[src/rtl/ext_wait_pkg.sv]
// Shared constants and types of the external-bus wait-state controller.
// Assumes: eight areas and a two-bit long-wait setting by default.
package ext_wait_pkg;

    localparam int unsigned EW_AREAS = 8;
    localparam int unsigned EW_LW_W  = 2;

    typedef enum logic [1:0] {
        KIND_CPU        = 2'b00,
        KIND_DMA_DUAL   = 2'b01,
        KIND_DMA_SINGLE = 2'b10,
        KIND_RSVD       = 2'b11
    } acc_kind_e;

    // True when the access takes its enable from the write-side register.
    function automatic logic is_write_class(input logic write, input logic [1:0] kind);
        return write && (kind != KIND_DMA_SINGLE);
    endfunction

endpackage

[src/rtl/ext_wait_classify.sv]
// Works out, from one request and the configuration, how long the access
// runs without pin waits and whether wait_n may stretch it.
// Assumes: inputs are stable in the cycle the request is accepted.
module ext_wait_classify
    import ext_wait_pkg::*;
#(
    parameter int unsigned AREAS = EW_AREAS,
    parameter int unsigned LW_W  = EW_LW_W,
    parameter logic [AREAS-1:0] LONG_MASK  = 8'b0100_0101,
    parameter logic [AREAS-1:0] NOPIN_MASK = 8'b0000_1000,
    localparam int unsigned AREA_W = $clog2(AREAS),
    localparam int unsigned LEN_W  = $clog2((2 ** LW_W) + 3)
) (
    input  logic [AREA_W-1:0] area,
    input  logic              write,
    input  logic [1:0]        kind,
    input  logic [AREAS-1:0]  rd_en,
    input  logic [AREAS-1:0]  wr_en,
    input  logic [LW_W-1:0]   long_wait,
    output logic [LEN_W-1:0]  base_len,
    output logic              pin_wait
);

    logic enable;

    // Select the enable bit from the register that governs this access kind.
    always_comb begin
        enable = is_write_class(write, kind) ? wr_en[area] : rd_en[area];
    end

    // Base length and pin-wait permission per area group.
    always_comb begin
        if (LONG_MASK[area]) begin
            base_len = LEN_W'(long_wait) + LEN_W'(2);
            pin_wait = enable;
        end else begin
            base_len = enable ? LEN_W'(2) : LEN_W'(1);
            pin_wait = enable && !NOPIN_MASK[area];
        end
    end

endmodule

[src/rtl/ext_wait_sequencer.sv]
// Counts the states of one access, holding before the final state while
// wait_n reads low, and flags the final state.
// Assumes: base_len >= 2 whenever pin_wait is set; start only while idle.
module ext_wait_sequencer #(
    parameter int unsigned LEN_W = 3
) (
    input  logic             clk,
    input  logic             rst_n,
    input  logic             start,
    input  logic [LEN_W-1:0] base_len,
    input  logic             pin_wait,
    input  logic             wait_n,
    output logic             active,
    output logic             last
);

    logic [LEN_W-1:0] remain;
    logic             pin_q;
    logic             hold;

    // Stretch only at the edge entering the final state, while wait_n is low.
    always_comb begin
        hold = pin_q && (remain == LEN_W'(1)) && !wait_n;
    end

    // State counter: load on start, count down, stop after the final state.
    always_ff @(posedge clk) begin
        if (!rst_n) begin
            active <= 1'b0;
            remain <= '0;
            pin_q  <= 1'b0;
        end else if (!active) begin
            if (start) begin
                active <= 1'b1;
                remain <= base_len - LEN_W'(1);
                pin_q  <= pin_wait;
            end
        end else if (remain == '0) begin
            active <= 1'b0;
        end else if (!hold) begin
            remain <= remain - LEN_W'(1);
        end
    end

    assign last = active && (remain == '0);

endmodule

[src/rtl/ext_wait_select.sv]
// Captures the area of an accepted request and drives its chip select
// for as long as the access is active.
// Assumes: load is high only in the acceptance cycle.
module ext_wait_select #(
    parameter int unsigned AREAS = 8,
    localparam int unsigned AREA_W = $clog2(AREAS)
) (
    input  logic              clk,
    input  logic              rst_n,
    input  logic              load,
    input  logic [AREA_W-1:0] area,
    input  logic              active,
    output logic [AREAS-1:0]  chip_sel
);

    logic [AREA_W-1:0] area_q;

    // Area register, written when an access is accepted.
    always_ff @(posedge clk) begin
        if (!rst_n) begin
            area_q <= '0;
        end else if (load) begin
            area_q <= area;
        end
    end

    // One decoder bit per area, gated by the active strobe.
    for (genvar i = 0; i < AREAS; i++) begin : g_cs
        assign chip_sel[i] = active && (area_q == AREA_W'(i));
    end

endmodule

[src/rtl/ext_wait_ctrl.sv]
// Top of the external-bus wait-state controller: accepts one request while
// idle, then runs the access with programmed and pin-requested wait states.
// Assumes: wait_n synchronous to clk; configuration steady during an access.
module ext_wait_ctrl
    import ext_wait_pkg::*;
#(
    parameter int unsigned AREAS = EW_AREAS,
    parameter int unsigned LW_W  = EW_LW_W,
    parameter logic [AREAS-1:0] LONG_MASK  = 8'b0100_0101,
    parameter logic [AREAS-1:0] NOPIN_MASK = 8'b0000_1000
) (
    input  logic                     clk,
    input  logic                     rst_n,
    input  logic                     req_valid,
    input  logic [$clog2(AREAS)-1:0] req_area,
    input  logic                     req_write,
    input  logic [1:0]               req_kind,
    input  logic [AREAS-1:0]         rd_wait_en,
    input  logic [AREAS-1:0]         wr_wait_en,
    input  logic [LW_W-1:0]          long_wait,
    input  logic                     wait_n,
    output logic                     bus_active,
    output logic [AREAS-1:0]         chip_sel,
    output logic                     done
);

    localparam int unsigned LEN_W = $clog2((2 ** LW_W) + 3);

    logic             start;
    logic [LEN_W-1:0] base_len;
    logic             pin_wait;

    // Acceptance: a request counts only while no access runs.
    always_comb begin
        start = req_valid && !bus_active;
    end

    ext_wait_classify #(
        .AREAS      (AREAS),
        .LW_W       (LW_W),
        .LONG_MASK  (LONG_MASK),
        .NOPIN_MASK (NOPIN_MASK)
    ) u_classify (
        .area      (req_area),
        .write     (req_write),
        .kind      (req_kind),
        .rd_en     (rd_wait_en),
        .wr_en     (wr_wait_en),
        .long_wait (long_wait),
        .base_len  (base_len),
        .pin_wait  (pin_wait)
    );

    ext_wait_sequencer #(
        .LEN_W (LEN_W)
    ) u_seq (
        .clk      (clk),
        .rst_n    (rst_n),
        .start    (start),
        .base_len (base_len),
        .pin_wait (pin_wait),
        .wait_n   (wait_n),
        .active   (bus_active),
        .last     (done)
    );

    ext_wait_select #(
        .AREAS (AREAS)
    ) u_sel (
        .clk      (clk),
        .rst_n    (rst_n),
        .load     (start),
        .area     (req_area),
        .active   (bus_active),
        .chip_sel (chip_sel)
    );

endmodule

[config.mk]
export PLATFORM = sky130hd
export DESIGN_NAME = ext_wait_ctrl
export DESIGN_NICKNAME = d
export VERILOG_FILES = /design/src/rtl/ext_wait_pkg.sv /design/src/rtl/ext_wait_classify.sv /design/src/rtl/ext_wait_sequencer.sv /design/src/rtl/ext_wait_select.sv /design/src/rtl/ext_wait_ctrl.sv
export SDC_FILE = /design/constraint.sdc
export NUM_CORES = 1
export LEC_CHECK = 0
export ABC_AREA = 1
export BUFFER_PORTS_ARGS = -buffer_cell sky130_fd_sc_hd__buf_2
export CAP_MARGIN = 40
export CORE_MARGIN = 5
export CORE_UTILIZATION = 48
export DETAILED_ROUTE_END_ITERATION = 12
export PLACE_DENSITY_LB_ADDON = 0.3
export SLEW_MARGIN = 15
export SYNTH_ARGS = -nofsm -noshare
export SYNTH_HDL_FRONTEND = slang
export SYNTH_SLANG_ARGS = --single-unit
[constraint.sdc]
create_clock -name clk -period 4.2 [get_ports clk]
set_input_delay 0.63 -clock clk [delete_from_list [all_inputs] [get_ports clk]]
set_output_delay 0.63 -clock clk [all_outputs]
set_load 0.01 [all_outputs]
==> results of run 1 <==
## worst register-to-register path: stages, from the launching register on
cell	delay, ns
sky130_fd_sc_hd__dfxtp_1	0.62
sky130_fd_sc_hd__nor2_8	0.10
sky130_fd_sc_hd__nor2_2	0.11
sky130_fd_sc_hd__inv_2	0.06
sky130_fd_sc_hd__o21bai_4	0.20
sky130_fd_sc_hd__a21oi_2	0.04
sky130_fd_sc_hd__o21ai_1	0.09
sky130_fd_sc_hd__a21oi_1	0.08
## synthesized netlist by cell type, types with 2 or more instances
cell type                 number  area share
sky130_fd_sc_hd__dfxtp_1       8        0.21
sky130_fd_sc_hd__a21oi_2       3       0.034
sky130_fd_sc_hd__nor2_2        2       0.016
sky130_fd_sc_hd__xnor2_1       2       0.022
sky130_fd_sc_hd__nand3_1       7       0.045
sky130_fd_sc_hd__ha_1          4       0.064
sky130_fd_sc_hd__nand2_1      44        0.21
sky130_fd_sc_hd__a21oi_1       8       0.051
sky130_fd_sc_hd__nor2_1       16       0.077
sky130_fd_sc_hd__buf_6         2       0.029
sky130_fd_sc_hd__inv_2         2      0.0096
sky130_fd_sc_hd__inv_1        18       0.087
sky130_fd_sc_hd__o21ai_0       3       0.019
## where the power goes
group | switching (mW) | total, mW | leakage (nW) | internal (mW)
combinational | 0.0572 | 0.101 | 0.478 | 0.0443
sequential | 0.00859 | 0.0932 | 0.0663 | 0.0846
clock | 0.0291 | 0.0620 | 0.0138 | 0.0329
## layer usage
metal	GRT usage	routed length (um)	share of wire	vias to the layer above
li1	-	-	-	476
met1	0.183	786	0.42	398
met2	0.272	875	0.47	32
met3	0.0237	160	0.085	5
met4	0.102	51	0.027	0
met5	0	0	0	-
## logic make-up after synthesis
logic type	share of synthesized area
AOI/OAI and AO/OA	0.154
xor gates and xnor gates	0.0225
adders and majority gates	0.0642
buffers and inverters	0.135
DFF	0.205
and+or+nand+nor	0.419
## cell usage in the layout (no fill, tap or decap)
cell                       netlist  final
sky130_fd_sc_hd__nand2_1        44     44
sky130_fd_sc_hd__buf_2           0     37
sky130_fd_sc_hd__inv_1          18     18
sky130_fd_sc_hd__nor2_1         16     16
sky130_fd_sc_hd__a21oi_1         8      8
sky130_fd_sc_hd__dfxtp_1         8      8
sky130_fd_sc_hd__nand3_1         7      7
sky130_fd_sc_hd__ha_1            4      4
sky130_fd_sc_hd__o21ai_0         3      3
sky130_fd_sc_hd__a21oi_2         3      3
sky130_fd_sc_hd__clkbuf_4        0      3
sky130_fd_sc_hd__inv_2           2      2
sky130_fd_sc_hd__nor2_2          2      2
sky130_fd_sc_hd__xnor2_1         2      2
sky130_fd_sc_hd__nand2_2         1      1
sky130_fd_sc_hd__a21boi_0        1      1
sky130_fd_sc_hd__or2_2           1      1
sky130_fd_sc_hd__nor2_8          1      1
sky130_fd_sc_hd__o21bai_4        1      1
sky130_fd_sc_hd__nor3_1          1      1
sky130_fd_sc_hd__a211oi_1        1      1
sky130_fd_sc_hd__o21ai_1         1      1
sky130_fd_sc_hd__nand4_1         1      1
sky130_fd_sc_hd__nand3_2         1      1
## final cells by class
cell class	instances	area, um2
repair buffers	37	185
inverters	20	75.1
multi-input cells	99	514
clock buffers	3	22.5
fillers	159	547
flip-flops and latches	8	160
well taps	16	20.0
## worst paths after layout
| check | start | endpoint | slack, ns | cells after the start |
|---|---|---|---|---|
| setup / recovery | u_seq.active$_SDFF_PN0_ | chip_sel[3] | 1.92 | 4 |
| hold / removal | u_seq.remain[2]$_SDFFE_PN0P_ | u_seq.remain[2]$_SDFFE_PN0P_ | 0.53 | 2 |
| setup reg to reg | u_seq.active$_SDFF_PN0_ | u_seq.remain[2]$_SDFFE_PN0P_ | 2.78 | 7 |
| hold reg to reg | u_seq.remain[2]$_SDFFE_PN0P_ | u_seq.remain[2]$_SDFFE_PN0P_ | 0.53 | 2 |
## registers in the layout, summed over array words and instances, names as in the netlist
name	flops
u_sel.area_q	3
u_seq.remain	3
u_seq.active	1
u_seq.pin_q	1
## through the flow
step | util | cell area, um2 | worst slack (ns) | std cells | hold slack (ns)
after floorplan | - | 779 | 2.26 | 130 | 0.481
after global placement | 0.626 | 955 | 2.04 | 180 | 0.503
after detailed placement | 0.626 | 955 | 1.96 | 180 | 0.523
after CTS | 0.641 | 977 | 1.92 | 183 | 0.531
after global routing | 0.641 | 977 | 1.82 | 183 | 0.570
final | 0.641 | 977 | 1.92 | 183 | 0.533
==> load_flow_metrics.sql, run 1 <==
INSERT INTO impl_metrics (metric_group, metric, value, unit) VALUES
('final_layout', 'nets', '201', ''),
('yosys', 'netlist_instances', '130', ''),
('routing', 'firstDrtPassIters', '4', ''),
('global_routing', 'grt_antenna_before_repair', '0', ''),
('final_layout', 'syn2layout_area_growth', '25.4', '%'),
('die', 'fp.dieArea', '2530', 'um2'),
('global_routing', 'grt_first_pass_wirelength', '3240', 'um'),
('timing', 'setup_total_negative_slack', '0', 'ns'),
('worst_setup_path', 'critPathCaptureType', 'primary output', ''),
('worst_setup_path', 'critical_path_required', '3.57', 'ns'),
('die', 'initial_core_util', '0.511', ''),
('worst_setup_path', 'series_of_cell_instances_along_the_critical_path', 'inv_1 > or2_2 > nor2_1 > buf_2', ''),
('yosys', 'synth_nets', '162', ''),
('worst_setup_path', 'crit_buf_inv', '2', ''),
('clock_tree', 'max-clock-path-buffers', '2', ''),
('routing', 'vias', '911', ''),
('timing', 'hold_viol', '0', ''),
('final_layout', 'fraction_of_final_layout_cells_with_drive_strength_greater_than_1', '0.311', ''),
('worst_setup_path', 'timing.critical_path.fanout_max', '9', ''),
('yosys', 'sequential_cell_area_fraction_in_the_yosys_report', '0.205', ''),
('timing', 'pins_over_slew_limit', '0', ''),
('global_routing', 'grt_start_max_net_pins', '12', ''),
('worst_setup_path', 'start_kind', 'register', ''),
('clock_tree', 'clockRootBuffer', 'sky130_fd_sc_hd__clkbuf_4', ''),
('yosys', 'yosysUniqueCellTypes', '24', ''),
('routing', 'routed_wirelength', '1870', 'um'),
('yosys', 'syn-cell-area', '779', 'um2'),
('global_routing', 'groute.usage.overall', '0.159', ''),
('run_status', 'run_status', 'finished clean', ''),
('worst_setup_path', 'slowest_stage', 'sky130_fd_sc_hd__dfxtp_1', ''),
('timing', 'rsz0062_at_grt', 'no', ''),
('min_path', 'hold_class', 'reg -> reg', ''),
('clock_tree', 'h_tree_level_count', '1', ''),
('worst_setup_path', 'setup.worst_path.class', 'reg -> out', ''),
('die', 'rows', '14', ''),
('timing', 'setup_violations', '0', ''),
('die', 'floorplan.io_pins', '38', ''),
('timing', 'transition_time_of_the_tightest_slew_check_pin', '0.482', 'ns'),
('die', 'die-width', '50.3', 'um'),
('routing', 'drc', '0', ''),
('yosys', 'yosysWarnings', '0', ''),
('timing', 'final.setup_skew', '0.000792', 'ns'),
('pwr', 'worst_ir_drop_vdd', '0.149', 'mV'),
('global_routing', 'globalRouteOverflowTotal', '0', ''),
('clock_tree', 'post-cts-setup-buffers', '0', ''),
('yosys', 'ys_seq_elements', '8', ''),
('global_routing', 'first_global_vias', '840', ''),
('pwr', 'power.density_cell_area', '263', 'nW/um2'),
('timing', 'maxClockFrequency', '0.439', 'GHz'),
('die', 'placeableCoreArea', '1520', 'um2'),
('place', 'globalplace.congestion', '0.815', ''),
('yosys', 'postSynthAreaPerCell', '6.00', 'um2'),
('clock_tree', 'clock-sinks', '8', ''),
('yosys', 'post_synth_edffs', '0', ''),
('worst_setup_path', 'critPathMaxStageDelay', '0.62', 'ns'),
('timing', 'slew-limit-headroom', '0.678', ''),
('routing', 'detailedRoute.firstIterationViolations', '21', ''),
('routing', 'ant_nets', '0', ''),
('worst_setup_path', 'worst_ep_arrival_time', '1.65', 'ns'),
('clock_tree', 'cts_tree', 'built', ''),
('pwr', 'totalPowerFinal', '257', 'uW'),
('clock_tree', 'worst_path_clk_slew', '0.05', 'ns'),
('die', 'die_h', '50.3', 'um'),
('place', 'place.port_buffers', '37', ''),
('timing', 'final_min_period_over_clock_period', '0.543', ''),
('clock_tree', 'cts-resized-gates', '0', ''),
('place', 'post-dp-hpwl', '1550', 'um'),
('final_layout', 'antenna_cells_inserted', '0', ''),
('clock_tree', 'clkLatencyLatePin', '0.26', 'ns'),
('yosys', 'synth-async-reset-ratio', '0', ''),
('yosys', 'synth_top_flop_cell', 'sky130_fd_sc_hd__dfxtp_1', ''),
('worst_setup_path', 'path_delay_family', 'flip-flops', ''),
('timing', 'period_minus_slack', '2.28', 'ns'),
('clock_tree', 'count_of_hold_buffers_inserted_by_post_cts_repair', '0', ''),
('pwr', 'p_leak', '0.558', 'nW'),
('clock_tree', 'cts_buffers', '3', ''),
('run', 'cap_violations', '0', ''),
('routing', 'vias_per_cell', '4.98', ''),
('routing', 'post_drt_wl_per_cell', '10.2', 'um');
(Power assumes the default switching activity.)
==> run 2: changes to the inputs <==
- ABC_AREA: 1 -> 0
- CORE_UTILIZATION: 48 -> 39
- clock period: 4.2 -> 2 ns (I/O delays scaled with it)
==> run 2 against run 1 <==
Power grew 110%. Critical path type is now in -> reg. First-iteration DRC count fell by 48%. Clock power grew 97%. Largest cell class unchanged. Utilization is 7.2 points lower. Non-clock buffer count grew 5. Sequential share of layout area down 0.10 points. Count of clock-buffer cells in the layout unchanged. Critical path depth rose by 7. Cell count decreased by 16%.
==> load_flow_metrics.sql, run 2 <==
INSERT INTO impl_metrics (metric_group, metric, value, unit) VALUES
('clock_tree', 'max-clock-path-buffers', '2', ''),
('place', 'place_inst', '150', ''),
('worst_setup_path', 'setup.worst_path.class', 'in -> reg', ''),
('clock_tree', 'h_tree_level_count', '1', ''),
('yosys', 'synth_top_area_frac', '0.227', ''),
('global_routing', 'grt_antenna_before_repair', '0', ''),
('clock_tree', 'clkLatencyLatePin', '0.25', 'ns'),
('final_layout', 'top_regs', 'u_sel.area_q x3, u_seq.remain x3', ''),
('worst_setup_path', 'critPathMaxStageDelay', '0.50', 'ns'),
('yosys', 'synth_top_cells_by_area', 'sky130_fd_sc_hd__dfxtp_1 (23%), sky130_fd_sc_hd__mux4_1 (15%), sky130_fd_sc_hd__nor2_1 (7.4%)', ''),
('final_layout', 'nets', '162', ''),
('place', 'globalplace.congestion', '0.684', ''),
('min_path', 'hold_class', 'in -> reg', ''),
('run_status', 'run_status', 'finished clean', ''),
('routing', 'vias_per_cell', '5.03', ''),
('worst_setup_path', 'start_kind', 'input pin', ''),
('routing', 'drc', '0', ''),
('die', 'fp.dieArea', '2760', 'um2'),
('timing', 'final.setup_skew', '0.00320', 'ns'),
('clock_tree', 'count_of_hold_buffers_inserted_by_post_cts_repair', '0', ''),
('worst_setup_path', 'worst_ep_arrival_time', '2.14', 'ns'),
('final_layout', 'antenna_cells_inserted', '0', ''),
('global_routing', 'groute.usage.overall', '0.138', ''),
('worst_setup_path', 'timing.critical_path.fanout_max', '5', ''),
('timing', 'timing.final.ws_setup', '0.0466', 'ns'),
('clock_tree', 'clock-sinks', '8', ''),
('min_path', 'hold_path_depth', '2', ''),
('die', 'placeableCoreArea', '1730', 'um2'),
('worst_setup_path', 'worstRegToRegCells', '6', ''),
('worst_setup_path', 'critical_path_required', '2.19', 'ns'),
('run', 'cap_violations', '0', ''),
('pwr', 'power.density_cell_area', '546', 'nW/um2'),
('worst_setup_path', 'critPathCaptureType', 'register', ''),
('yosys', 'yosysUniqueCellTypes', '25', ''),
('yosys', 'post_synth_edffs', '0', ''),
('global_routing', 'globalRouteOverflowTotal', '0', ''),
('routing', 'vias', '770', ''),
('timing', 'slew-limit-headroom', '0.621', ''),
('die', 'initial_core_util', '0.409', ''),
('clock_tree', 'cts_tree', 'built', ''),
('yosys', 'synth_top_area_cell', 'sky130_fd_sc_hd__dfxtp_1', ''),
('pwr', 'worst_ir_drop_vdd', '0.212', 'mV'),
('worst_setup_path', 'series_of_cell_instances_along_the_critical_path', 'buf_12 > mux4_2 > o211ai_1 > and4_4 > nor2_2 > a21oi_2 > ha_1 > nor2b_4 > a211oi_2 > a21oi_1 > nor2_1', ''),
('final_layout', 'layout.cells.most_common_list', 'sky130_fd_sc_hd__buf_2 (36), sky130_fd_sc_hd__nor2_1 (13), sky130_fd_sc_hd__inv_1 (9), sky130_fd_sc_hd__dfxtp_1 (8), sky130_fd_sc_hd__nand2_1 (7)', ''),
('timing', 'period_minus_slack', '1.95', 'ns'),
('yosys', 'synth_nets', '118', ''),
('timing', 'rsz0062_at_grt', 'yes', ''),
('worst_setup_path', 'crit_buf_inv', '1', ''),
('timing', 'setup_violations', '0', ''),
('worst_setup_path', 'worst-path-stages', '11', ''),
('clock_tree', 'worst_path_clk_slew', '0.06', 'ns'),
('global_routing', 'first_global_vias', '801', ''),
('routing', 'firstDrtPassIters', '4', ''),
('clock_tree', 'cts_buffers', '3', ''),
('worst_setup_path', 'slowest_stage', 'sky130_fd_sc_hd__mux4_2', ''),
('worst_setup_path', 'path_delay_family', 'simple AND/OR/NAND/NOR gates', ''),
('routing', 'routed_wirelength', '1780', 'um'),
('timing', 'hold-worst-slack', '0.349', 'ns'),
('final_layout', 'stdcell_count', '153', ''),
('die', 'die_h', '52.6', 'um'),
('yosys', 'syn-cell-area', '707', 'um2'),
('yosys', 'postSynthAreaPerCell', '8.22', 'um2'),
('yosys', 'synth-async-reset-ratio', '0', ''),
('yosys', 'netlist_instances', '86', ''),
('clock_tree', 'clockRootBuffer', 'sky130_fd_sc_hd__clkbuf_4', ''),
('final_layout', 'layout_commonest_cell', 'sky130_fd_sc_hd__buf_2', ''),
('final_layout', 'syn2layout_area_growth', '39.1', '%'),
('die', 'die-width', '52.6', 'um'),
('place', 'post-dp-hpwl', '1510', 'um'),
('routing', 'detailedRoute.firstIterationViolations', '11', ''),
('timing', 'final_min_period_over_clock_period', '0.977', ''),
('pwr', 'p_leak', '0.479', 'nW'),
('yosys', 'ys_seq_elements', '8', ''),
('timing', 'pins_over_slew_limit', '0', ''),
('routing', 'post_drt_wl_per_cell', '11.6', 'um'),
('timing', 'maxClockFrequency', '0.512', 'GHz'),
('timing', 'hold_viol', '0', ''),
('routing', 'ant_nets', '0', ''),
('timing', 'transition_time_of_the_tightest_slew_check_pin', '0.566', 'ns'),
('place', 'place.port_buffers', '37', ''),
('yosys', 'most_numerous_cell_in_the_yosys_netlist', 'sky130_fd_sc_hd__nor2_1', ''),
('yosys', 'sequential_cell_area_fraction_in_the_yosys_report', '0.227', ''),
('final_layout', 'layout.core_utilization', '0.570', ''),
('global_routing', 'grt_start_max_net_pins', '9', ''),
('clock_tree', 'post-cts-setup-buffers', '0', ''),
('yosys', 'synth.top_cells.by_count', 'sky130_fd_sc_hd__nor2_1 (14), sky130_fd_sc_hd__inv_1 (9), sky130_fd_sc_hd__dfxtp_1 (8)', ''),
('yosys', 'synth_top_flop_cell', 'sky130_fd_sc_hd__dfxtp_1', ''),
('final_layout', 'fraction_of_final_layout_cells_with_drive_strength_greater_than_1', '0.430', ''),
('die', 'floorplan.io_pins', '38', ''),
('place', 'placement.setup.worst_slack', '-0.354', 'ns'),
('die', 'rows', '15', ''),
('global_routing', 'grt_first_pass_wirelength', '2970', 'um'),
('yosys', 'yosysWarnings', '0', '');
run 2: cell count changes in the layout (fill, tap and decap cells not counted), sizes merged, moves of 4 or more:
cell	previous run	this run
inv	20	9
a21oi	11	6
buf	37	42
nor2	19	14
mux4	0	4
nand3	8	0
mux2i	0	4
nand2b	0	5
nand2	45	7
run 2: cell families after synthesis:
logic type               count (synthesis)  synth area share
AO/OA/AOI/OAI                           16             0.145
XOR/XNOR                                 1            0.0124
adder cells (fa/ha/maj)                  4            0.0708
buffers and inverters                   12            0.0743
flip-flops                               8             0.227
multiplexers                             8             0.211
AND/OR/NAND/NOR                         37             0.260
run 2: where the power goes:
group          internal, mW  leakage (nW)  switching (mW)  total, mW
clock                0.0686        0.0138          0.0539      0.122
combinational         0.116         0.399           0.107      0.222
sequential            0.177        0.0659          0.0153      0.192
run 2: worst paths after layout:
kind,start,to,slack (ns)
min reg2reg,u_seq.pin_q$_SDFFE_PN0P_,u_seq.pin_q$_SDFFE_PN0P_,0.48
max reg2reg,u_seq.remain[0]$_SDFFE_PN0P_,u_seq.remain[0]$_SDFFE_PN0P_,0.27
min,rst_n,u_seq.remain[0]$_SDFFE_PN0P_,0.35
max,req_area[0],u_seq.remain[1]$_SDFFE_PN0P_,0.05
run 2: through the flow:
step                      setup TNS (ns)  power (mW)  cell area (um2)
final                                  0       0.537              983
after global routing              -0.102       0.586              983
after CTS                              0       0.526              956
after detailed placement          -0.620       0.399              927
after global placement            -0.495       0.393              927
after floorplan                   -0.123       0.329              701
run 2: area by class of cell:
| cell class | count | area, um2 |
|---|---|---|
| clock buffers | 3 | 22.5 |
| flip-flops and latches | 8 | 160 |
| inverters | 9 | 33.8 |
| fillers | 182 | 743 |
| well taps | 25 | 31.3 |
| multi-input cells | 66 | 498 |
| repair buffers | 42 | 238 |
run 2: what timing repair did:
action | 4_1_cts | 5_1_grt
endpoints found under the setup margin | 2 | 2
resized for setup | 2 | 7
hold endpoints to repair | 0 | 0
pin swaps | 3 | 6
run 2: layer usage:
layer  track usage  up-vias  share of wire
li1              -      388              -
met1         0.145      347           0.40
met2         0.262       31           0.52
met3        0.0228        4          0.063
met4        0.0638        0          0.019
met5             0        -              0
